<file path="src/rtl/usb_irq_pkg.sv">
package usb_irq_pkg;

  localparam int unsigned FLAG_W   = 8;
  localparam int unsigned B_STALL  = 7;
  localparam int unsigned B_ATTACH = 6;
  localparam int unsigned B_RESUME = 5;
  localparam int unsigned B_IDLE   = 4;
  localparam int unsigned B_TOKEN  = 3;
  localparam int unsigned B_SOF    = 2;
  localparam int unsigned B_ERR    = 1;
  localparam int unsigned B_RSTDET = 0;

  typedef enum logic [1:0] {
    LS_SE0 = 2'b00,
    LS_J   = 2'b01,
    LS_K   = 2'b10,
    LS_SE1 = 2'b11
  } line_state_e;

  // Converts a duration in ns into a number of clock cycles, rounding up.
  // The result is never less than 1.
  function automatic longint unsigned dur_to_cycles(longint unsigned dur_ns,
                                                    longint unsigned clk_khz);
    longint unsigned c;
    c = (dur_ns * clk_khz + 64'd999_999) / 64'd1_000_000;
    if (c == 64'd0) c = 64'd1;
    return c;
  endfunction

  // Number of bits needed for a counter that reaches term.
  function automatic int unsigned cnt_bits(longint unsigned term);
    return $clog2(term + 64'd1);
  endfunction

endpackage

</file>
<file path="src/rtl/usb_line_timer.sv">
// Measures how long the line has stayed in one target state and gives a
// single pulse when the run reaches TERM consecutive samples.
module usb_line_timer #(
  parameter int unsigned TERM   = 3,
  parameter logic [1:0]  TARGET = 2'b10
) (
  input  logic       clk,
  input  logic       rst_n,
  input  logic [1:0] ls,
  input  logic       restart,
  output logic       hit
);
  localparam int unsigned CW = usb_irq_pkg::cnt_bits(longint'(TERM));
  localparam logic [CW-1:0] TERM_C  = CW'(TERM);
  localparam logic [CW-1:0] TERM_M1 = CW'(TERM - 1);
  localparam bit            TERM_IS_ONE = (TERM == 1);

  logic [CW-1:0] cnt_q;
  logic          match;

  assign match = (ls == TARGET);

  always_comb begin
    if (!match)       hit = 1'b0;
    else if (restart) hit = TERM_IS_ONE;
    else              hit = (cnt_q == TERM_M1);
  end

  always_ff @(posedge clk) begin
    if (!rst_n)                cnt_q <= '0;
    else if (!match)           cnt_q <= '0;
    else if (restart)          cnt_q <= CW'(1);
    else if (cnt_q != TERM_C)  cnt_q <= cnt_q + 1'b1;
  end

endmodule

</file>
<file path="src/rtl/usb_line_monitor.sv">
// Detects line-state changes and runs the resume and idle duration timers.
module usb_line_monitor #(
  parameter int unsigned RES_CYC  = 120,
  parameter int unsigned IDLE_CYC = 144000
) (
  input  logic       clk,
  input  logic       rst_n,
  input  logic [1:0] line_state,
  output logic       resume_hit,
  output logic       idle_hit
);
  import usb_irq_pkg::*;

  logic [1:0] prev_q;
  logic       changed;

  assign changed = (line_state != prev_q);

  always_ff @(posedge clk) begin
    if (!rst_n) prev_q <= LS_SE0;
    else        prev_q <= line_state;
  end

  usb_line_timer #(.TERM(RES_CYC), .TARGET(LS_K)) u_resume_tmr (
    .clk(clk), .rst_n(rst_n), .ls(line_state), .restart(changed), .hit(resume_hit)
  );

  usb_line_timer #(.TERM(IDLE_CYC), .TARGET(LS_J)) u_idle_tmr (
    .clk(clk), .rst_n(rst_n), .ls(line_state), .restart(changed), .hit(idle_hit)
  );

endmodule

</file>
<file path="src/rtl/usb_flag_bank.sv">
// Bank of flag bits: write-1-to-clear bits where a set beats a clear, plus
// one read-only level bit at position LEVEL_BIT.
module usb_flag_bank #(
  parameter int unsigned W         = 8,
  parameter int unsigned LEVEL_BIT = 1
) (
  input  logic         clk,
  input  logic         rst_n,
  input  logic [W-1:0] set_vec,
  input  logic [W-1:0] clr_vec,
  input  logic         level_in,
  output logic [W-1:0] flags
);
  for (genvar i = 0; i < W; i++) begin : g_bit
    if (i == LEVEL_BIT) begin : g_level
      always_ff @(posedge clk) begin
        if (!rst_n) flags[i] <= 1'b0;
        else        flags[i] <= level_in;
      end
    end else begin : g_w1c
      always_ff @(posedge clk) begin
        if (!rst_n)          flags[i] <= 1'b0;
        else if (set_vec[i]) flags[i] <= 1'b1;
        else if (clr_vec[i]) flags[i] <= 1'b0;
      end
    end
  end

endmodule

</file>
<file path="src/rtl/usb_irq_flags.sv">
module usb_irq_flags #(
  parameter int unsigned CLK_KHZ   = 48000,
  parameter int unsigned RESUME_NS = 2500,
  parameter int unsigned IDLE_NS   = 3000000,
  parameter int unsigned ERR_W     = 8,
  parameter int unsigned DATA_W    = 32
) (
  input  logic              clk,
  input  logic              rst_n,
  input  logic              host_mode,
  input  logic              ev_stall_rx,
  input  logic              ev_stall_tx,
  input  logic              ev_attach,
  input  logic              ev_token_done,
  input  logic              ev_sof,
  input  logic              ev_bus_reset,
  input  logic              ev_detach,
  input  logic [ERR_W-1:0]  err_src,
  input  logic [ERR_W-1:0]  err_en,
  input  logic [1:0]        line_state,
  input  logic              wr_en,
  input  logic [DATA_W-1:0] wr_data,
  input  logic [7:0]        irq_en,
  output logic [DATA_W-1:0] rd_data,
  output logic              irq,
  output logic              fifo_pop
);
  import usb_irq_pkg::*;

  localparam int unsigned RES_CYC  = 32'(dur_to_cycles(longint'(RESUME_NS), longint'(CLK_KHZ)));
  localparam int unsigned IDLE_CYC = 32'(dur_to_cycles(longint'(IDLE_NS), longint'(CLK_KHZ)));
  localparam int unsigned PAD_W    = DATA_W - FLAG_W;

  // Named internal events, visible to the bound checker.
  logic              resume_hit;
  logic              idle_hit;
  logic              err_active;
  logic              pop_req;
  logic [FLAG_W-1:0] set_vec;
  logic [FLAG_W-1:0] clr_vec;
  logic [FLAG_W-1:0] flags;
  logic              pop_q;

  usb_line_monitor #(.RES_CYC(RES_CYC), .IDLE_CYC(IDLE_CYC)) u_line (
    .clk(clk), .rst_n(rst_n), .line_state(line_state),
    .resume_hit(resume_hit), .idle_hit(idle_hit)
  );

  assign err_active = |(err_src & err_en);

  always_comb begin
    set_vec           = '0;
    set_vec[B_STALL]  = host_mode ? ev_stall_rx : ev_stall_tx;
    set_vec[B_ATTACH] = host_mode & ev_attach;
    set_vec[B_RESUME] = resume_hit;
    set_vec[B_IDLE]   = idle_hit;
    set_vec[B_TOKEN]  = ev_token_done;
    set_vec[B_SOF]    = ev_sof;
    set_vec[B_RSTDET] = host_mode ? ev_detach : ev_bus_reset;
  end

  always_comb begin
    clr_vec        = wr_en ? wr_data[FLAG_W-1:0] : '0;
    clr_vec[B_ERR] = 1'b0;
  end

  usb_flag_bank #(.W(FLAG_W), .LEVEL_BIT(B_ERR)) u_bank (
    .clk(clk), .rst_n(rst_n), .set_vec(set_vec), .clr_vec(clr_vec),
    .level_in(err_active), .flags(flags)
  );

  // Pop when software clears a token-done flag that was set.
  assign pop_req = clr_vec[B_TOKEN] & flags[B_TOKEN];

  always_ff @(posedge clk) begin
    if (!rst_n) pop_q <= 1'b0;
    else        pop_q <= pop_req;
  end

  assign fifo_pop = pop_q;
  assign irq      = |(flags & irq_en);
  assign rd_data  = {{PAD_W{1'b0}}, flags};

endmodule

</file>
<file path="config.mk">
export PLATFORM = sky130hd
export DESIGN_NAME = usb_irq_flags
export DESIGN_NICKNAME = d
export VERILOG_FILES = /design/src/rtl/usb_irq_pkg.sv /design/src/rtl/usb_line_timer.sv /design/src/rtl/usb_line_monitor.sv /design/src/rtl/usb_flag_bank.sv /design/src/rtl/usb_irq_flags.sv
export SDC_FILE = /design/constraint.sdc
export NUM_CORES = 1
export LEC_CHECK = 0
export ABC_AREA = 1
export BUFFER_PORTS_ARGS = -buffer_cell sky130_fd_sc_hd__buf_2
export CAP_MARGIN = 5
export CORE_ASPECT_RATIO = 1.4
export CORE_UTILIZATION = 30
export CTS_CLUSTER_DIAMETER = 80
export DETAILED_ROUTE_END_ITERATION = 10
export GPL_TIMING_DRIVEN = 0
export SETUP_SLACK_MARGIN = 0.1
export SYNTH_ARGS = -nofsm -noshare
export SYNTH_HDL_FRONTEND = slang
export SYNTH_SLANG_ARGS = --single-unit
</file>
<file path="constraint.sdc">
create_clock -name clk -period 1.51 [get_ports clk]
set_input_delay 0.151 -clock clk [delete_from_list [all_inputs] [get_ports clk]]
set_output_delay 0.151 -clock clk [all_outputs]
set_load 0.01 [all_outputs]
</file>
Yosys cells after proc, flatten, opt, wreduce, memory -nomap -nowiden. Cells that the tools add are included. W data, S select, Z words.

Register bits after elaboration: 36. Input bits: 69.

Bitwise logic cells: 7. Add/sub/neg operators: 2. Reductions and logical operators: 15. Equal/unequal tests: 7. Muxes and demuxes: 25.

Operator list (count): $mux W1 (24); $add A18 B1 Y18 const B (1); $eq A18 B18 Y1 const B (1); $ne A18 B18 Y1 const B (1); $reduce_bool A2 Y1 (9); $and A8 B8 Y8 (2); $reduce_or A8 Y1 (2); $mux W8 (1); $add A7 B1 Y7 const B (1); $eq A7 B7 Y1 const B (1); $ne A7 B7 Y1 const B (1); $reduce_or A3 Y1 (2); $reduce_and A2 Y1 (2); $not A1 Y1 (3); $and A1 B1 Y1 (2); $eq A2 B1 Y1 const B (1); $eq A2 B2 Y1 const B (1); $ne A2 B2 Y1 (1).

Longest topological paths before layout. Gate-level depths: netlist of the first run.

Depth after elaboration: 4. Gate-level depth with buffers: 10. Depth with buffers taken out: 10.

By module. Synthesis of the first run repeated with hierarchy kept, for this count alone.

Cell total of the unflattened synthesis: 347. Area, all modules: 2248.4 sq um.

Modules (own cells, without submodules): usb_line_timer (u_line.u_idle_tmr) (area each 1052.3 sq um, sequential area each 360.3 sq um, instances 1, cells each 161); usb_irq_flags (area each 414.1 sq um, sequential area each 20.0 sq um, instances 1, cells each 80); usb_line_timer (u_line.u_resume_tmr) (area each 384.1 sq um, sequential area each 140.1 sq um, instances 1, cells each 54); usb_flag_bank (area each 311.5 sq um, sequential area each 160.2 sq um, instances 1, cells each 39); usb_line_monitor (area each 86.3 sq um, sequential area each 40.0 sq um, instances 1, cells each 13).

Least setup slack after synthesis of the first run. No wires, ideal clock.

Path type: flip-flop to flip-flop. Start: register u_line.u_idle_tmr.cnt_q[0]. End: register u_line.u_idle_tmr.cnt_q[12]. Path slack: 176 ps. Setup time: 116 ps. Data required time: 1394 ps. Cell stages (with the launch flop): 9. Arrival time: 1218 ps. Period minus slack after synthesis: 1334 ps. Buffers on the path: 0. Cells stage by stage: dfxtp_1 -> ha_1 -> nand2_1 -> nor2_1 -> inv_2 -> nor2_4 -> nand2_1 -> o21ai_2 -> a21oi_2.

Longest elaborated chain between the ends: 1. Elaborated cells between the ends (all ways): 2. Those cells by class: add/sub (1); eq/ne (1).

Ends and longest elaborated chain: from (decl) (RTL line usb_line_timer.sv:18) `logic [CW-1:0] cnt_q;`; from (signal assigned) (RTL line usb_line_timer.sv:33) `else if (cnt_q != TERM_C) cnt_q <= cnt_q + 1'b1;`; $add A18 B1 Y18 or $ne A18 B18 Y1 (tied branches) (RTL line usb_line_timer.sv:33).

Several ways; a longest one is shown, not always the timed one. A chain may end at the register's enable or synchronous reset.

Final worst setup path of the first run.
Start: register u_line.u_idle_tmr.cnt_q[1]. End: register u_line.u_idle_tmr.cnt_q[10].

Same word-level chain as after synthesis.

==> results.yml, run 1 <==
finish:
  design_area_um2: 2700
  syn_to_final_growth_pct: 32.1
  drive_above_1_share_pct: 35.5
  final-seq-area_um2: 731
  multiInputGateArea_um2: 1160
  fill_cells: 702
  nets: 438
  diodes: 0
yosys:
  ys.flop_type: "dfxtp_1"
  synth_mux_area_share_pct: 0.981
  async_reset_ff_share_pct: 0
  synthesis.area_um2: 2040
  ys_types: 31
  synthXorXnorAreaFrac_pct: 2.15
  synth_compound_area_share_pct: 13.7
  synth_top_cell_area_share_pct: 35.3
  synth_area_leaders: "dfxtp_1 35%, nand2_1 11%, buf_4 8.8%, nor2_1 6.3%, inv_1 5.3%"
  syn_inst: 280
  yosysSeqAreaShare_pct: 35.3
  syn_area_per_cell_um2: 7.29
  synth_top_family_by_area: "simple AND/OR/NAND/NOR gates"
  synth_edf_count: 0
  synth_seq_cells: 36
  synthAdderAreaFrac_pct: 2.45
  synth_most_common_cell: "nand2_1"
  ys_top_cells_by_count: "61 x nand2_1, 36 x dfxtp_1, 34 x nor2_1"
  synth_warnings: 0
  yosys.area.top_type: "dfxtp_1"
  synthSimpleGateAreaFrac_pct: 30.2
global_route:
  grtUsageTotal_pct: 12.6
  overflow: 0
  grt_max_degree: 12
  grt_pass1_vias: 1731
  grt_pass1_wl_um: 7070
  antenna_found_initial: 0
detailed_routing:
  wl_met1_um: 1710
  wl_met3_um: 258
  avgViaCountPerCell: 4.44
  firstDrtPassIters: 4
  drtIter0Drc: 42
  topRoutingLayerUsed: "met4"
  vias: 1952
  drc: 0
  routed-wl-met2_um: 2250
  totalWireLength_um: 4290
  routedWlPerCell_um: 9.76
  ant_nets: 0
cts:
  cts_made_buffers: 5
  clk_path_buf_depth: 2
  clkLatencyLatePin_ns: 0.30
  cts_sinks: 36
  path_clk_slew_ns: 0.07
  cts_hold_buf: 0
  cts_tree: "built"
  cts_root_buf: "clkbuf_8"
  cts_max_level: 2
die:
  row_count: 35
  fp.dieArea_um2: 7140
  core_um2: 6570
  initial_utilization_pct: 31.1
  die_w_um: 71.7
  pin_count: 103
  die_h_um: 99.6
placement:
  hpwl_um: 3370
  port_buffers: 53
  dpl_cell_area_um2: 2480
  place.gp.congestion: 0.824
  dp_slack_ns: -0.00986
setup_path:
  r2r-start: "u_line.u_idle_tmr.cnt_q[1]"
  endpoint: "u_line.u_idle_tmr.cnt_q[10]"
  critPathCaptureType: "register"
  r2r-end: "u_line.u_idle_tmr.cnt_q[10]"
  reg2reg_slack_ns: 0.17
  startpoint_type: "register"
  cp_num_buf_inv: 1
  cp_slowest_cell: "dfxtp_4"
  crit_top_cell: "nor2_4"
  setup.worst_path.start: "u_line.u_idle_tmr.cnt_q[1]"
  cp_cell_sequence: "ha_4 -> nand2_4 -> nor2_4 -> inv_2 -> nor2_4 -> nand3_2 -> o21ai_2 -> nor2_1"
  crit_required_ns: 1.70
  cp.depth: 8
  cp_max_fo: 5
  critPathArrivalTime_ns: 1.52
  path_delay_family: "simple AND/OR/NAND/NOR gates"
  worst_path_largest_cell_delay_ns: 0.37
  r2r_cells: 8
  critical_path_class: "register to register"
min_path:
  hp-class: "input pin to register"
flow_run:
  cap_violations: 0
sta:
  hold_violations: 0
  post-route-period-util_pct: 88.6
  final.setup.worst_slack_ns: 0.172
  min_period_ns: 1.34
  final-setup-viol-count: 0
  clock.fmax_mhz: 747
  rsz0062_at_grt: "yes"
  slew_violations: 0
  fin_skew_ns: 0.0106
pwr:
  vdd_drop_max_v: 0.000542
  totalPowerFinal_mw: 2.17
  power_leakage_nw: 1.17
  cellPowerDensity_nw_per_um2: 805
status:
  status: "complete, no violations"
-- power by group --
part	internal, mW	leakage (nW)	switching, mW
Combinational	0.130	0.812	0.122
Sequential	0.964	0.295	0.0152
Clock	0.583	0.0645	0.355
-- worst min-delay path: stages --
cell and delay (ns):
buf_2 0.07, a21oi_1 0.03, nor2_1 0.06
-- cell usage in the layout (no fill, tap or decap), types with 5 or more instances in the layout --
cell type,instances
o21ai_2,7
nor2_2,5
nor2_4,5
nand3_1,11
buf_2,53
a21oi_2,6
nand2_1,59
inv_1,29
buf_4,26
a21oi_1,18
nor3_1,5
conb_1,24
clkbuf_8,7
dfxtp_1,32
nand4_1,5
nor2_1,30
-- per-layer routing --
metal,track usage (%),up-vias
met2,23.8,87
met3,3.04,6
met1,12.5,828
met4,6.18,0
li1,-,1031
met5,0,-
-- worst min path at each step --
stage / start / endpoint / cells past startpoint
after floorplan: line_state[1] / u_line.prev_q[1] / 2
after global placement: ev_token_done / u_bank.flags[3] / 3
after detailed placement: ev_token_done / u_bank.flags[3] / 3
after CTS: ev_token_done / u_bank.flags[3] / 3
after global routing: ev_sof / u_bank.flags[2] / 3
final: ev_token_done / u_bank.flags[3] / 3
-- through the flow --
stage	setup TNS [ns]	instances	hold WS, ns	utilization [%]
after global routing	0	440	0.0490	41.0
after global placement	0	430	0.357	37.8
after floorplan	0	303	0.262	-
after detailed placement	-0.00986	430	0.363	37.8
after CTS	0	438	0.0517	39.9
final	0	440	0.0606	41.0
-- flip-flops by register name (all words and copies together) (netlist names) --
| register | cells |
|---|---|
| u_line.prev_q | 2 |
| u_bank.flags | 8 |
| u_line.u_resume_tmr.cnt_q | 7 |
| fifo_pop | 1 |
| u_line.u_idle_tmr.cnt_q | 18 |
-- repair_timing --
item	CTS	global route
resized for setup	5	15
pin swaps	0	7
setup buffers	0	2
setup endpoints to repair	7	12
hold endpoints to repair	0	0
-- logic make-up (layout without fill, tap and decap cells) --
family / count (synthesis) / after routing
and+or+nand+nor: 135 / 135
buffers and inverters: 56 / 119
AOI/OAI and AO/OA: 41 / 41
DFF: 36 / 36
xor gates and xnor gates: 5 / 5
adders and majority gates: 4 / 4
muxes: 2 / 2
other: 1 / 24
-- final cells by class --
type,count,area share [%]
clock buffer,7,3.57
sequential,36,27.1
buffer,25,7.10
multi-input combinational,211,43.0
tap,74,3.43
timing repair buffer,55,10.4
clock inverter,1,1.11
inverter,31,4.32
Note: power is estimated with default switching activity, not from simulation.
==> inputs of run 2 (changes only) <==
PLACE_DENSITY = 0.65   (was not set)
SYNTH_HIERARCHICAL = 1   (was not set)
==> run 2 against run 1 <==
Effect of this change:
- cell count up 20%
- fmax up 4.5%
- worst hold slack better by 0.045 ns
- setup slack better by 0.057 ns
- register-to-register slack better by 0.06 ns
- sequential cell count unchanged
- largest cell class unchanged
- highest routed layer unchanged
- area after synthesis up 10%
- sequential share of layout area down 1.6 points
- synthesized cell count up 24%
==> results.yml, run 2 <==
sta:
  post-route-period-util_pct: 84.8
  final-setup-viol-count: 0
  setup_tns_ns: 0
  rsz0062_at_grt: "no"
  hold_ws_ns: 0.105
  clock.fmax_mhz: 781
  slew_violations: 0
  hold_violations: 0
  min_period_ns: 1.28
  final.setup.worst_slack_ns: 0.229
  fin_skew_ns: 0.00473
placement:
  dp_cells: 520
  dp_slack_ns: 0.0827
  dpl_cell_area_um2: 2720
  port_buffers: 53
  hpwl_um: 3730
  place.gp.congestion: 0.826
yosys:
  synth_top_cell_area_share_pct: 32.1
  yosys.area.top_type: "dfxtp_1"
  yosysSeqAreaShare_pct: 32.1
  synthesis.area_um2: 2250
  synth_seq_cells: 36
  syn_inst: 347
  synth_edf_count: 0
  ys.flop_type: "dfxtp_1"
  synth_area_leaders: "dfxtp_1 32%, nand2_1 15%, inv_1 11%, buf_4 8.0%, nor2_1 4.7%"
  synth_most_common_cell: "nand2_1"
  synth_warnings: 6
  ys_types: 25
  ys_top_cells_by_count: "90 x nand2_1, 63 x inv_1, 36 x dfxtp_1"
  syn_area_per_cell_um2: 6.48
  async_reset_ff_share_pct: 0
finish:
  final_cell_mix: "87 x nand2_1, 63 x inv_1, 53 x buf_2"
  top_register: "u_line/u_idle_tmr/cnt_q"
  fill_cells: 824
  largest_register_ffs: 18
  layout.cells.non_filler: 529
  syn_to_final_growth_pct: 27.0
  top_regs: "u_line/u_idle_tmr/cnt_q: 18 flops, u_bank/flags: 8 flops, u_line/u_resume_tmr/cnt_q: 7 flops"
  nets: 505
  fin_util_pct: 39.0
  diodes: 0
  drive_above_1_share_pct: 29.2
  design_area_um2: 2860
  layout_commonest_cell: "nand2_1"
detailed_routing:
  routed-wl-met2_um: 2300
  drtIter0Drc: 85
  totalWireLength_um: 4660
  ant_nets: 0
  drc: 0
  wl_met3_um: 252
  avgViaCountPerCell: 4.18
  wl_met1_um: 2030
  routedWlPerCell_um: 8.80
  firstDrtPassIters: 6
  vias: 2210
  topRoutingLayerUsed: "met4"
cts:
  cts_sinks: 36
  cts_max_level: 2
  cts_root_buf: "clkbuf_8"
  cts_tree: "built"
  clk_path_buf_depth: 2
  cts_hold_buf: 0
  clkLatencyLatePin_ns: 0.29
  path_clk_slew_ns: 0.07
  cts_made_buffers: 5
setup_path:
  cp_num_buf_inv: 1
  worst_path_largest_cell_delay_ns: 0.36
  crit_required_ns: 1.70
  critPathArrivalTime_ns: 1.47
  startpoint_type: "register"
  critPathCaptureType: "register"
  cp_slowest_cell: "dfxtp_4"
  crit_top_cell: "nand2_1"
  critical_path_class: "register to register"
  path_delay_family: "simple AND/OR/NAND/NOR gates"
  cp_max_fo: 5
  cp_cell_sequence: "inv_1 -> ha_1 -> nand3_1 -> nor2_2 -> nand2_2 -> nand2_1 -> nand2_1 -> nand2_1 -> nor2_1"
pwr:
  seqPwrFrac_pct: 49.0
  power_leakage_nw: 1.36
  p_int_mw: 1.50
  totalPowerFinal_mw: 1.99
  clockPowerShare_pct: 37.8
  switching_power_uw: 493
  swShare_pct: 24.7
  vdd_drop_max_v: 0.000380
  p_comb_share_pct: 13.2
  cellPowerDensity_nw_per_um2: 698
global_route:
  antenna_found_initial: 0
  grt_pass1_vias: 1998
  grt_max_degree: 11
  grtUsageTotal_pct: 12.8
  grt_pass1_wl_um: 8060
  overflow: 0
die:
  row_count: 37
  die_w_um: 75.2
  core_um2: 7310
  die_h_um: 104
  fp.dieArea_um2: 7850
  initial_utilization_pct: 30.7
  pin_count: 103
min_path:
  hp-class: "input pin to register"
status:
  status: "complete, no violations"
flow_run:
  cap_violations: 0
## run 2: final timing paths
path         depth (start not counted)                         from                           to  slack (ns)
max                                  9   u_line/u_idle_tmr/cnt_q[0]   u_line/u_idle_tmr/cnt_q[2]        0.23
min reg2reg                          2  u_line/u_idle_tmr/cnt_q[17]  u_line/u_idle_tmr/cnt_q[17]        0.46
min                                  3                       ev_sof              u_bank/flags[2]        0.11
max reg2reg                          9   u_line/u_idle_tmr/cnt_q[0]   u_line/u_idle_tmr/cnt_q[2]        0.23
## run 2: timing repair
action,CTS,global route
endpoints found under the setup margin,3,11
buffers inserted,0,2
pin swaps,0,2
gates resized for setup,1,9
## run 2: logic make-up after synthesis
kind of cell	count (synthesis)	share of synthesized area, %
buffers and inverters	92	19.4
other	1	0.167
AOI/OAI and AO/OA	38	9.79
DFF	36	32.1
and+or+nand+nor	174	35.6
xor gates and xnor gates	2	0.779
adders and majority gates	4	2.23
## run 2: power by group through the flow
| stage | Combinational [mW] | Sequential (mW) | Clock [mW] |
|---|---|---|---|
| after floorplan | 0.161 | 1.01 | 0 |
| after global placement | 0.258 | 1.00 | 0 |
| after detailed placement | 0.261 | 1.00 | 0 |
| after CTS | 0.261 | 0.980 | 0.782 |
| after global routing | 0.299 | 0.980 | 0.803 |
| final | 0.262 | 0.977 | 0.753 |
## run 2: routing by layer
metal | vias up | global-route usage, %
met3 | 6 | 2.91
met1 | 947 | 14.8
met2 | 72 | 22.3
met4 | 0 | 4.89
li1 | 1185 | -
met5 | - | 0
## run 2: layout make-up
class | instances | area, um2 | share of cell area [%]
Multi-Input combinational cell | 242 | 1190 | 41.7
Sequential cell | 36 | 728 | 25.5
Timing Repair Buffer | 55 | 280 | 9.82
Inverter | 67 | 251 | 8.81
Buffer | 25 | 188 | 6.57
Tap cell | 97 | 121 | 4.25
Clock buffer | 7 | 96.3 | 3.37
## run 2: tightest hold or removal path: cells and delay by family
kind,cells,cell delay [ns]
AOI/OAI and AO/OA,1,0.05
buffers and inverters,2,0.14
==> inputs of run 3 (changes only) <==
ABC_AREA = 0   (was 1)
PLACE_DENSITY = 0.68   (was 0.65)
clock period = 1.1 ns   (was 1.51 ns; I/O delays follow)
==> run 3 against run 2 <==
Effect of this change:
- the run now ends with negative setup slack left
- sequential share of layout area down 2.8 points
- power up 37%
- utilization up 11 points
- wire length is 10% higher
- sequential power up 37%
- die area is 5.9% lower
- fmax fell by 10%
- area after synthesis down 6.1%
- register-to-register slack worse by 0.55 ns
- count of clock-buffer cells in the layout fell by 2
- critical path type unchanged
==> results.yml, run 3 <==
status:
  violations: "negative setup slack"
  status: "finished, violations left"
yosys:
  yosysSeqAreaShare_pct: 34.1
  yosys.area.top_type: "dfxtp_1"
  synth_warnings: 6
  async_reset_ff_share_pct: 0
  synth_edf_count: 0
  synth_seq_cells: 36
  syn_area_per_cell_um2: 9.06
  synth_top_cell_area_share_pct: 34.1
  synthesis.area_um2: 2110
  ys_top_cells_by_count: "36 x dfxtp_1, 24 x buf_4, 15 x nor2_1"
  syn_inst: 233
  ys.flop_type: "dfxtp_1"
  ys_types: 49
  synth_area_leaders: "dfxtp_1 34%, buf_4 8.5%, nor2b_4 4.6%, xor2_1 3.3%, xnor2_1 2.9%"
  synth_most_common_cell: "dfxtp_1"
global_route:
  grtUsageTotal_pct: 13.3
  overflow: 0
  antenna_found_initial: 0
  grt_pass1_vias: 1828
  grt_max_degree: 13
  grt_pass1_wl_um: 7690
setup_path:
  crit_required_ns: 1.34
  startpoint_type: "register"
  cp_max_fo: 3
  critPathCaptureType: "register"
  critPathArrivalTime_ns: 1.67
  reg2reg_slack_ns: -0.33
  critical_path_class: "register to register"
sta:
  hold_violations: 0
  fin_skew_ns: 0.00873
  post-route-period-util_pct: 130
  min_period_ns: 1.43
  final-setup-viol-count: 28
  clock.fmax_mhz: 701
  hold_ws_ns: 0.0291
  slew_violations: 0
  final.setup.worst_slack_ns: -0.326
  rsz0062_at_grt: "yes"
  setup_tns_ns: -5.53
detailed_routing:
  drc: 0
  vias: 1991
  drtIter0Drc: 53
  ant_nets: 0
  routedWlPerCell_um: 11.7
  totalWireLength_um: 5130
  avgViaCountPerCell: 4.55
  firstDrtPassIters: 4
finish:
  top_regs: "u_line/u_idle_tmr/cnt_q: 18 flops, u_bank/flags: 8 flops, u_line/u_resume_tmr/cnt_q: 7 flops"
  final_cell_mix: "51 x buf_2, 41 x buf_4, 24 x conb_1"
  diodes: 0
  syn_to_final_growth_pct: 58.4
  layout_commonest_cell: "buf_2"
  design_area_um2: 3340
  largest_register_ffs: 18
  top_register: "u_line/u_idle_tmr/cnt_q"
  nets: 418
  drive_above_1_share_pct: 62.4
die:
  fp.dieArea_um2: 7380
  pin_count: 103
  initial_utilization_pct: 31.5
  die_w_um: 72.9
  core_um2: 6700
  row_count: 35
  die_h_um: 101
pwr:
  cellPowerDensity_nw_per_um2: 814
  power_leakage_nw: 1.40
  totalPowerFinal_mw: 2.72
  vdd_drop_max_v: 0.000546
cts:
  clk_path_buf_depth: 2
  cts_hold_buf: 0
  cts_root_buf: "clkbuf_8"
  cts_max_level: 2
  path_clk_slew_ns: 0.08
  cts_sinks: 36
  clkLatencyLatePin_ns: 0.29
  cts_made_buffers: 5
  cts_tree: "built"
placement:
  port_buffers: 53
  place.gp.congestion: 0.798
  dp_slack_ns: -0.526
  hpwl_um: 3340
  dpl_cell_area_um2: 2640
min_path:
  hp-class: "input pin to register"
flow_run:
  cap_violations: 0
run 3: final timing paths:
path	startpoint	end	cells after the start
worst max register to register	u_line/prev_q[0]	u_bank/flags[5]	5
worst max-delay path	u_line/prev_q[0]	u_bank/flags[5]	5
worst min register to register	u_line/u_idle_tmr/cnt_q[17]	u_line/u_idle_tmr/cnt_q[17]	2
worst min-delay path	ev_sof	u_bank/flags[2]	2
run 3: cell type report:
type,instances,area [um2]
fill,584,3360
multi-input combinational,186,1580
sequential,36,758
timing repair buffer,82,544
buffer,29,244
tap,92,115
clock buffer,5,68.8
clock inverter,3,18.8
inverter,5,18.8
run 3: logic make-up after synthesis:
logic type | count (synthesis) | share of synthesized area (%)
other | 1 | 0.178
multiplexers | 4 | 2.01
flip-flops | 36 | 34.1
XOR/XNOR | 15 | 6.22
adder cells (fa/ha/maj) | 4 | 2.37
buffers and inverters | 34 | 11.1
AO/OA/AOI/OAI | 35 | 10.7
AND/OR/NAND/NOR | 104 | 33.4
run 3: timing repair:
item / in CTS / in global routing
pin swaps: 26 / 21
gates cloned: 1 / 0
buffers inserted: 17 / 11
gates resized for setup: 46 / 57
setup endpoints to repair: 28 / 30
run 3: critical path, cell delays in order, from the launching register on:
cell	delay, ns
dfxtp_2	0.33
xnor2_2	0.13
nand2_2	0.11
or4b_1	0.52
nor3_2	0.16
o21a_1	0.13
run 3: power breakdown:
part	internal [mW]	total [mW]	switching, mW
clock network	0.441	0.945	0.504
registers	1.32	1.34	0.0208
logic	0.252	0.434	0.182
total	2.02	2.72	0.706
run 3: layer usage:
metal	GRT usage (%)	vias to the layer above	wire, um
met5	0	-	0
met2	26.8	63	2770
met3	3.08	9	240
met4	4.52	0	77
met1	12.8	923	2040
li1	-	996	-
run 3: metrics by stage:
step,instances,utilization [%]
detailed placement,401,39.4
CTS,427,45.5
global route,438,49.9
floorplan,256,-
finish,438,49.9
global placement,401,39.4
